**src/rtl/baud_pkg.sv**
```systemverilog
package baud_pkg;

   typedef enum logic {
      PRE_SLOW = 1'b0,
      PRE_FAST = 1'b1
   } pre_mode_e;

   localparam int CTRL_MODE_BIT = 0;

   function automatic bit is_pow2(input int v);
      return (v > 0) && ((v & (v - 1)) == 0);
   endfunction

endpackage

```
**src/rtl/baud_regs.sv**
```systemverilog
module baud_regs
   import baud_pkg::*;
#(
   parameter int DIV_W  = 16,
   parameter int BYTE_W = 8,
   parameter int ADDR_W = 2
) (
   input  logic              clk,
   input  logic              rst_n,
   input  logic              wr_en,
   input  logic [ADDR_W-1:0] wr_addr,
   input  logic [BYTE_W-1:0] wr_data,
   output logic [DIV_W-1:0]  div_q,
   output pre_mode_e         mode_q,
   output logic              restart
);
   localparam int NUM_LANES = DIV_W / BYTE_W;
   localparam int CTRL_ADDR = NUM_LANES;

   if (DIV_W % BYTE_W != 0) begin : g_bad_width
      $fatal(1, "divisor width must be a whole number of bytes");
   end
   if (CTRL_ADDR >= (1 << ADDR_W)) begin : g_bad_addr
      $fatal(1, "address width too small for register map");
   end

   logic [BYTE_W-1:0] lane_q [NUM_LANES];

   for (genvar b = 0; b < NUM_LANES; b++) begin : g_lane
      always_ff @(posedge clk or negedge rst_n) begin
         if (!rst_n)
            lane_q[b] <= '0;
         else if (wr_en && (wr_addr == ADDR_W'(b)))
            lane_q[b] <= wr_data;
      end
      assign div_q[b*BYTE_W +: BYTE_W] = lane_q[b];
   end

   always_ff @(posedge clk or negedge rst_n) begin
      if (!rst_n)
         mode_q <= PRE_SLOW;
      else if (wr_en && (wr_addr == ADDR_W'(CTRL_ADDR)))
         mode_q <= pre_mode_e'(wr_data[CTRL_MODE_BIT]);
   end

   assign restart = wr_en && (wr_addr <= ADDR_W'(CTRL_ADDR));

endmodule

```
**src/rtl/baud_prescaler.sv**
```systemverilog
module baud_prescaler
   import baud_pkg::*;
#(
   parameter int PRE_SLOW_DIV = 4
) (
   input  logic      clk,
   input  logic      rst_n,
   input  logic      clear,
   input  pre_mode_e mode,
   output logic      pre_en
);
   localparam int CNT_W = (PRE_SLOW_DIV > 2) ? $clog2(PRE_SLOW_DIV) : 1;

   if (PRE_SLOW_DIV < 2) begin : g_bad_div
      $fatal(1, "slow prescale must be at least 2");
   end

   logic [CNT_W-1:0] cnt_q;
   logic             slow_en;

   if (is_pow2(PRE_SLOW_DIV)) begin : g_pow2
      assign slow_en = &cnt_q;
      always_ff @(posedge clk or negedge rst_n) begin
         if (!rst_n)       cnt_q <= '0;
         else if (clear)   cnt_q <= '0;
         else              cnt_q <= cnt_q + 1'b1;
      end
   end else begin : g_cmp
      assign slow_en = (cnt_q == CNT_W'(PRE_SLOW_DIV - 1));
      always_ff @(posedge clk or negedge rst_n) begin
         if (!rst_n)        cnt_q <= '0;
         else if (clear)    cnt_q <= '0;
         else if (slow_en)  cnt_q <= '0;
         else               cnt_q <= cnt_q + 1'b1;
      end
   end

   assign pre_en = (mode == PRE_FAST) ? 1'b1 : slow_en;

endmodule

```
**src/rtl/baud_divider.sv**
```systemverilog
module baud_divider #(
   parameter int DIV_W = 16
) (
   input  logic             clk,
   input  logic             rst_n,
   input  logic             clear,
   input  logic             pre_en,
   input  logic [DIV_W-1:0] div,
   output logic             tick
);
   logic [DIV_W-1:0] cnt_q;
   logic             div_zero;
   logic             at_end;

   assign div_zero = (div == '0);
   assign at_end   = (cnt_q == div - 1'b1);

   always_ff @(posedge clk or negedge rst_n) begin
      if (!rst_n) begin
         cnt_q <= '0;
         tick  <= 1'b0;
      end else if (clear || div_zero) begin
         cnt_q <= '0;
         tick  <= 1'b0;
      end else if (pre_en) begin
         if (at_end) begin
            cnt_q <= '0;
            tick  <= 1'b1;
         end else begin
            cnt_q <= cnt_q + 1'b1;
            tick  <= 1'b0;
         end
      end else begin
         tick <= 1'b0;
      end
   end

endmodule

```
**src/rtl/baud_tick_gen.sv**
```systemverilog
module baud_tick_gen
   import baud_pkg::*;
#(
   parameter int DIV_W        = 16,
   parameter int BYTE_W       = 8,
   parameter int ADDR_W       = 2,
   parameter int PRE_SLOW_DIV = 4
) (
   input  logic              clk,
   input  logic              rst_n,
   input  logic              wr_en,
   input  logic [ADDR_W-1:0] wr_addr,
   input  logic [BYTE_W-1:0] wr_data,
   output logic              tick
);
   logic [DIV_W-1:0] div_q;
   pre_mode_e        mode_q;
   logic             restart;
   logic             pre_en;

   baud_regs #(.DIV_W(DIV_W), .BYTE_W(BYTE_W), .ADDR_W(ADDR_W)) u_regs (
      .clk     (clk),
      .rst_n   (rst_n),
      .wr_en   (wr_en),
      .wr_addr (wr_addr),
      .wr_data (wr_data),
      .div_q   (div_q),
      .mode_q  (mode_q),
      .restart (restart)
   );

   baud_prescaler #(.PRE_SLOW_DIV(PRE_SLOW_DIV)) u_pre (
      .clk    (clk),
      .rst_n  (rst_n),
      .clear  (restart),
      .mode   (mode_q),
      .pre_en (pre_en)
   );

   baud_divider #(.DIV_W(DIV_W)) u_div (
      .clk    (clk),
      .rst_n  (rst_n),
      .clear  (restart),
      .pre_en (pre_en),
      .div    (div_q),
      .tick   (tick)
   );

endmodule

```
**config.mk**
```make
export PLATFORM = sky130hd
export DESIGN_NAME = baud_tick_gen
export DESIGN_NICKNAME = d
export VERILOG_FILES = /design/src/rtl/baud_pkg.sv /design/src/rtl/baud_regs.sv /design/src/rtl/baud_prescaler.sv /design/src/rtl/baud_divider.sv /design/src/rtl/baud_tick_gen.sv
export SDC_FILE = /design/constraint.sdc
export NUM_CORES = 1
export LEC_CHECK = 0
export BUFFER_PORTS_ARGS = -buffer_cell sky130_fd_sc_hd__buf_2
export CORE_ASPECT_RATIO = 2
export CORE_MARGIN = 2
export CORE_UTILIZATION = 36
export DETAILED_ROUTE_END_ITERATION = 6
export PLACE_DENSITY_LB_ADDON = 0.08
export SYNTH_ARGS = -nofsm -noshare
export SYNTH_HDL_FRONTEND = slang
export SYNTH_SLANG_ARGS = --single-unit
export TNS_END_PERCENT = 1
```
**constraint.sdc**
```tcl
create_clock -name clk -period 5.69 [get_ports clk]
set_input_delay 0.8535 -clock clk [delete_from_list [all_inputs] [get_ports clk]]
set_output_delay 0.8535 -clock clk [all_outputs]
set_load 0.02 [all_outputs]
```
==> results of run 1 <==
-- sequential cells by signal, indices dropped and copies added, names as in the netlist --
signal,flops
u_div.cnt_q,16
u_regs.div_q,16
u_pre.cnt_q,2
u_div.tick,1
u_regs.mode_q,1
-- Yosys cell counts, types with 2 or more instances --
cell type / count
a22o_1: 5
buf_6: 3
nor4_1: 2
nor3b_1: 3
dfrtp_1: 36
nor2_1: 18
nand2_1: 20
mux2i_1: 4
nand3_1: 18
nand2b_1: 4
mux2_2: 15
a221o_1: 2
or2_2: 2
ha_1: 3
or4_1: 3
inv_1: 9
a21oi_1: 9
and3_1: 5
a21boi_0: 2
xor2_1: 10
clkbuf_1: 5
nand4_1: 5
nor4_4: 2
o21ai_0: 11
nor3_1: 6
xnor2_1: 12
nand3b_1: 4
a21o_1: 2
o22ai_1: 2
-- power groups by stage --
stage,sequential [mW],clock [mW],combinational (mW)
6_report,0.339,0.314,0.173
3_5_place_dp,0.344,0,0.174
5_1_grt,0.347,0.333,0.193
3_3_place_gp,0.344,0,0.174
2_1_floorplan,0.326,0,0.149
4_1_cts,0.340,0.321,0.175
-- logic make-up (layout without fill, tap and decap cells) --
family                     after synthesis  count (layout)  share of synthesized area (%)
adders and majority gates                3               3                          1.665
AOI/OAI and AO/OA                       41              41                          13.10
muxes                                   19              19                          9.267
buffers and inverters                   18              31                          4.162
DFF                                     36              36                          39.96
xor gates and xnor gates                22              22                          8.546
and+or+nand+nor                         96              96                          23.31
-- worst max path at each step --
| stage | from | end | slack, ns | cells after the start |
|---|---|---|---|---|
| after detailed placement | u_regs.div_q[6] | u_div.cnt_q[15] | 2.39 | 8 |
| after global placement | u_regs.div_q[6] | u_div.cnt_q[15] | 2.39 | 8 |
| after global routing | u_regs.div_q[6] | u_div.cnt_q[8] | 2.17 | 8 |
| after CTS | u_regs.div_q[6] | u_div.cnt_q[8] | 2.38 | 8 |
| final | u_regs.div_q[6] | u_div.cnt_q[8] | 2.37 | 8 |
| after floorplan | u_regs.div_q[2] | u_div.cnt_q[8] | 3.07 | 10 |
-- final cells by class --
class	instances	area (um2)	area share, %
inverter	9	33.78	1.329
clock inverter	2	35.03	1.379
sequential	36	900.9	35.45
timing repair buffer	14	72.57	2.856
tap	84	105.1	4.136
multi-input combinational	181	1265	49.78
clock buffer	6	128.9	5.071
-- through the flow --
| step | util (%) | setup WS (ns) | hold slack [ns] | cell area (um2) |
|---|---|---|---|---|
| finish | 41.96 | 2.369 | 0.4285 | 2541 |
| global route | 41.96 | 2.167 | 0.4427 | 2541 |
| CTS | 41.96 | 2.383 | 0.4318 | 2541 |
| detailed placement | 39.26 | 2.389 | 0.4228 | 2377 |
| global placement | 39.26 | 2.391 | 0.4297 | 2377 |
| floorplan | - | 3.069 | 0.4099 | 2255 |
-- placed cells by master (no fill, tap or decap), types with 2 or more instances in the layout --
cell and instances:
dfrtp_1 36, nand2_1 20, nor2_1 18, nand3_1 18, mux2_2 15, buf_2 13, xnor2_1 12, o21ai_0 11
xor2_1 10, inv_1 9, a21oi_1 9, nor3_1 6, and3_1 5, nand4_1 5, a22o_1 5, clkbuf_16 5
nand2b_1 4, nand3b_1 4, mux2i_1 4, or4_1 3, ha_1 3, a21boi_0 2, or2_2 2, nor4_4 2
o22ai_1 2, nor4_1 2, nor3b_1 2, a21o_1 2, a221o_1 2
-- metal layers --
| metal | up-vias | GRT usage, % |
|---|---|---|
| met5 | - | 0 |
| met4 | 0 | 7.852 |
| met3 | 9 | 3.237 |
| met2 | 43 | 30.07 |
| met1 | 854 | 20.00 |
| li1 | 874 | - |
==> metrics, run 1 <==
status=complete, no violations; ys flop type=dfrtp_1; via count=1780; worst hold path endpoint=u_pre.cnt_q[0]; startpoint types=register; Seq pwr share=41.1%; Syn-to-layout area delta=12.71%; GRT Util Overall=17.37%; Setup Viol. Count Final=0; unrepaired setup endpoints after global routing=no; YS warnings=0; post-CTS setup buffer count=0; die footprint=6951 um2; number of top-level pins=14; worst-margin pin slew=1.105 ns; Peak supply drop=0.1791 mV; first-pass GRT wire length=8.859 mm; Mapped Nets=251; period utilization=58.37%; pwr/cell area=324.9 nW/um2; CP max stage delay=0.78 ns; core region area=6056 um2; sequential fraction of the synthesis area=39.96%; synth top area cells=dfrtp_1, mux2_2, xnor2_1; Syn Inst Count=235; layout cell share with drive strength beyond 1=17.34%; HPWL after DPL=4.112 mm; clock skew=0.002973 ns; Initial Utilization=37.23%; distinct cell type count after synthesis=42; Int Power=575.9 uW; FILL cells=611; Yosys top cell by area=dfrtp_1; clock sink count=36; crit path DAT=3.54 ns; Final Critical Period=3.321 ns; Vias/cell=5.361; hold buffer count at cts=0; DRC=0; Critical Path Fanout Max=28; DRT Pass-1 Iters=4; Clk Latency, worst-skew pair=0.28 ns; Die Width=59.96 um; endpoints failing hold=0; metal2 WL=2.870 mm; worst reg-to-reg path cell count=8; initial antenna violation count=0; CTS resizes=0; crit path cell chain=or4_1, nor4_4, xor2_1, o21ai_0, o22ai_1, o21ba_1, and3_1, a221o_1; total negative slack=0 ns; FMAX=301.1 MHz; Top delay family on crit path=simple AND/OR/NAND/NOR gates; vias in the first global route=1745; Final Power=825.7 uW; slowest CP cell=o21ba_1; top routing layer in use=met4; Critical Path RT=5.91 ns; final net count=263; Placed Cells=324; average wire per standard cell=16.30 um; Clock Power Share=38.0%; root buf cell=clkbuf_16; clk buf depth=2; Row Count=40; number of synthesized flops with an enable pin=0; gr ovfl total=0; largest net degree at the start of global routing=37; post-synthesis register bit count=36; CTS tree=yes; Net Sw Frac=30.25%; Die Span Y=115.9 um; worst r2r dst=u_div.cnt_q[8]; Layout Cells excl Fill=332; min-delay worst type=reg2reg; post-synthesis cell area=2255 um2; worst r2r src=u_regs.div_q[6]; Pleak=1.079 nW; Slew HR=26.04%; count of final max-slew check failures=0; Num CTS Buffers=5; M1 WL=2.217 mm; CP Buf/Inv Count=0; routability cong.=0.7995; ys async rst share=100.0%; Clk pin slew, worst setup/hold paths=0.06 ns; Comb power frac=20.9%; total routed wirelength=5.413 mm; DRT antenna net count=0; share of the synthesized area in the top cell type=39.96%; Mean Syn Cell Area=9.594 um2; min-delay src=u_pre.cnt_q[0]; H-tree lvl count=2; Worst Hold Path Cells=1; # diodes=0; critical path type=reg2reg; PortBufs=13; maxcap violations=0; Psw=249.8 uW; Reg2Reg Setup Slack=2.37 ns; CP endpoint kind=register; 1st-iter DRT viols=50; met3 wire length=168 um
(Power assumes the default switching activity.)
==> run 2, diff against run 1 <==
ABC_AREA = 1   (was default)
clock period = 3.25 ns   (was 5.69 ns; I/O delays follow)
==> run 2 against run 1 <==
Net effect: hold slack worse by 0.14 ns; synthesized cell count up 69%; power up 85%; sequential share of layout area down 4.9 points; global-route usage up 1.0 points; worst setup slack worse by 1.3 ns; critical endpoint is now u_div.cnt_q[1].
==> metrics, run 2 <==
status=complete, no violations; slowest CP cell=dfrtp_1; sequential fraction of the synthesis area=33.85%; CTS resizes=0; Pleak=1.525 nW; DRT Pass-1 Iters=4; startpoint types=register; Reg2Reg Setup Slack=1.07 ns; clock sink count=36; initial antenna violation count=0; ys flop type=dfrtp_1; PortBufs=13; Yosys top cell by area=dfrtp_1; CTS tree=yes; GRT Util Overall=18.38%; H-tree lvl count=2; share of the synthesized area in the top cell type=33.85%; maxcap violations=0; ys async rst share=100.0%; crit path DAT=2.35 ns; most frequent cells in the layout=nand2_1, nor2_1, inv_1, dfrtp_1, o21ai_0; worst r2r dst=u_div.cnt_q[1]; critical path type=reg2reg; average wire per standard cell=13.40 um; number of top-level pins=14; worst reg-to-reg path cell count=13; vias in the first global route=2277; crit path cell chain=inv_2, ha_1, nand2_4, inv_2, nand2_1, nand2_1, nand2_1, nor2_1, nand2_1, nor2_1, nand3_2, nand2_1, nand2_1; most frequent CP cell=nand2_1; Row Count=44; pwr/cell area=519.6 nW/um2; gr ovfl total=0; post-CTS setup buffer count=0; Vias/cell=4.646; layout cell share with drive strength beyond 1=12.50%; Final Critical Period=2.179 ns; Post-synth top cells=nand2_1, nor2_1, inv_1; Syn-to-layout area delta=10.63%; endpoints failing hold=0; core region area=7212 um2; Final Power=1.530 mW; root buf cell=clkbuf_16; Die Width=64.80 um; FMAX=458.9 MHz; final net count=423; Clk pin slew, worst setup/hold paths=0.06 ns; # diodes=0; min-delay worst type=in2async; post-synthesis cell area=2661 um2; synth top area cells=dfrtp_1, nand2_1, nor2_1; total negative slack=0 ns; 1st-iter DRT viols=97; die footprint=8138 um2; distinct cell type count after synthesis=35; Critical Path Fanout Max=12; worst hold slack=0.2929 ns; commonest non-fill, non-tap cell in the layout=nand2_1; hold buffer count at cts=0; Syn Inst Count=397; DRC=0; Setup Viol. Count Final=0; first-pass GRT wire length=11.21 mm; routability cong.=0.8871; most common cell in the netlist=nand2_1; Peak supply drop=0.3511 mV; count of final max-slew check failures=0; unrepaired setup endpoints after global routing=no; YS warnings=0; largest net degree at the start of global routing=37; Slew HR=44.33%; clock skew=0.003278 ns; CP endpoint kind=register; HPWL after DPL=5.330 mm; post-synthesis register bit count=36; period utilization=67.05%; Initial Utilization=36.90%; Num CTS Buffers=5; Core Util, Final=40.82%; Die Span Y=125.6 um; worst-margin pin slew=0.8351 ns; FILL cells=795; CP max stage delay=0.41 ns; Critical Path RT=3.43 ns; Mean Syn Cell Area=6.704 um2; worst r2r src=u_regs.div_q[0]; Mapped Nets=413; DRT antenna net count=0; via count=2323; number of synthesized flops with an enable pin=0; total routed wirelength=6.701 mm; clk buf depth=2; Clk Latency, worst-skew pair=0.28 ns
[run 2: worst max-delay path: cells and delay by family, from the launching register on]
family | cells | cell delay (ns)
fa+ha+maj | 1 | 0.25
simple gates | 10 | 1.15
flops | 1 | 0.41
buf+inv | 2 | 0.25
[run 2: stage by stage]
step / cell area [um2] / setup WS [ns] / std cells
global placement: 2776 / 1.096 / 492
CTS: 2944 / 1.074 / 500
finish: 2944 / 1.071 / 500
global route: 2944 / 0.8720 / 500
floorplan: 2661 / 1.523 / 397
detailed placement: 2776 / 1.087 / 492
[run 2: metal layers]
layer	track usage [%]	vias up	share of wire [%]
met5	0	-	0
met4	9.136	0	3.8
met3	2.518	12	1.7
met2	34.81	25	56
met1	18.81	1044	38
li1	-	1242	-
[run 2: cell families after synthesis]
kind of cell | synth area share [%]
XOR/XNOR | 7.099
AND/OR/NAND/NOR | 43.35
adder cells (fa/ha/maj) | 1.411
buffers and inverters | 9.073
flip-flops | 33.85
AO/OA/AOI/OAI | 5.219
[run 2: worst max path at each step]
stage / slack (ns) / from / cells past startpoint / to
after global placement: 1.10 / u_regs.div_q[0] / 13 / u_div.cnt_q[2]
final: 1.07 / u_regs.div_q[0] / 13 / u_div.cnt_q[1]
after detailed placement: 1.09 / u_regs.div_q[0] / 13 / u_div.cnt_q[1]
after CTS: 1.07 / u_regs.div_q[0] / 13 / u_div.cnt_q[1]
after floorplan: 1.52 / u_regs.div_q[0] / 12 / u_div.cnt_q[6]
after global routing: 0.87 / u_regs.div_q[0] / 13 / u_div.cnt_q[0]
[run 2: cell type report]
type                    count  area [um2]  share of cell area, %
multi-input cells         304        1519                  51.59
flip-flops and latches     36       900.9                  30.60
inverters                  47       176.4                  5.992
clock buffers               5       125.1                  4.250
well taps                  92       115.1                  3.910
repair buffers             13       65.06                  2.210
clock inverters             3       42.54                  1.445
[run 2: report_power, final]
group / internal (mW) / switching (mW)
registers: 0.496 / 0.0674
logic: 0.145 / 0.266
clock network: 0.360 / 0.195
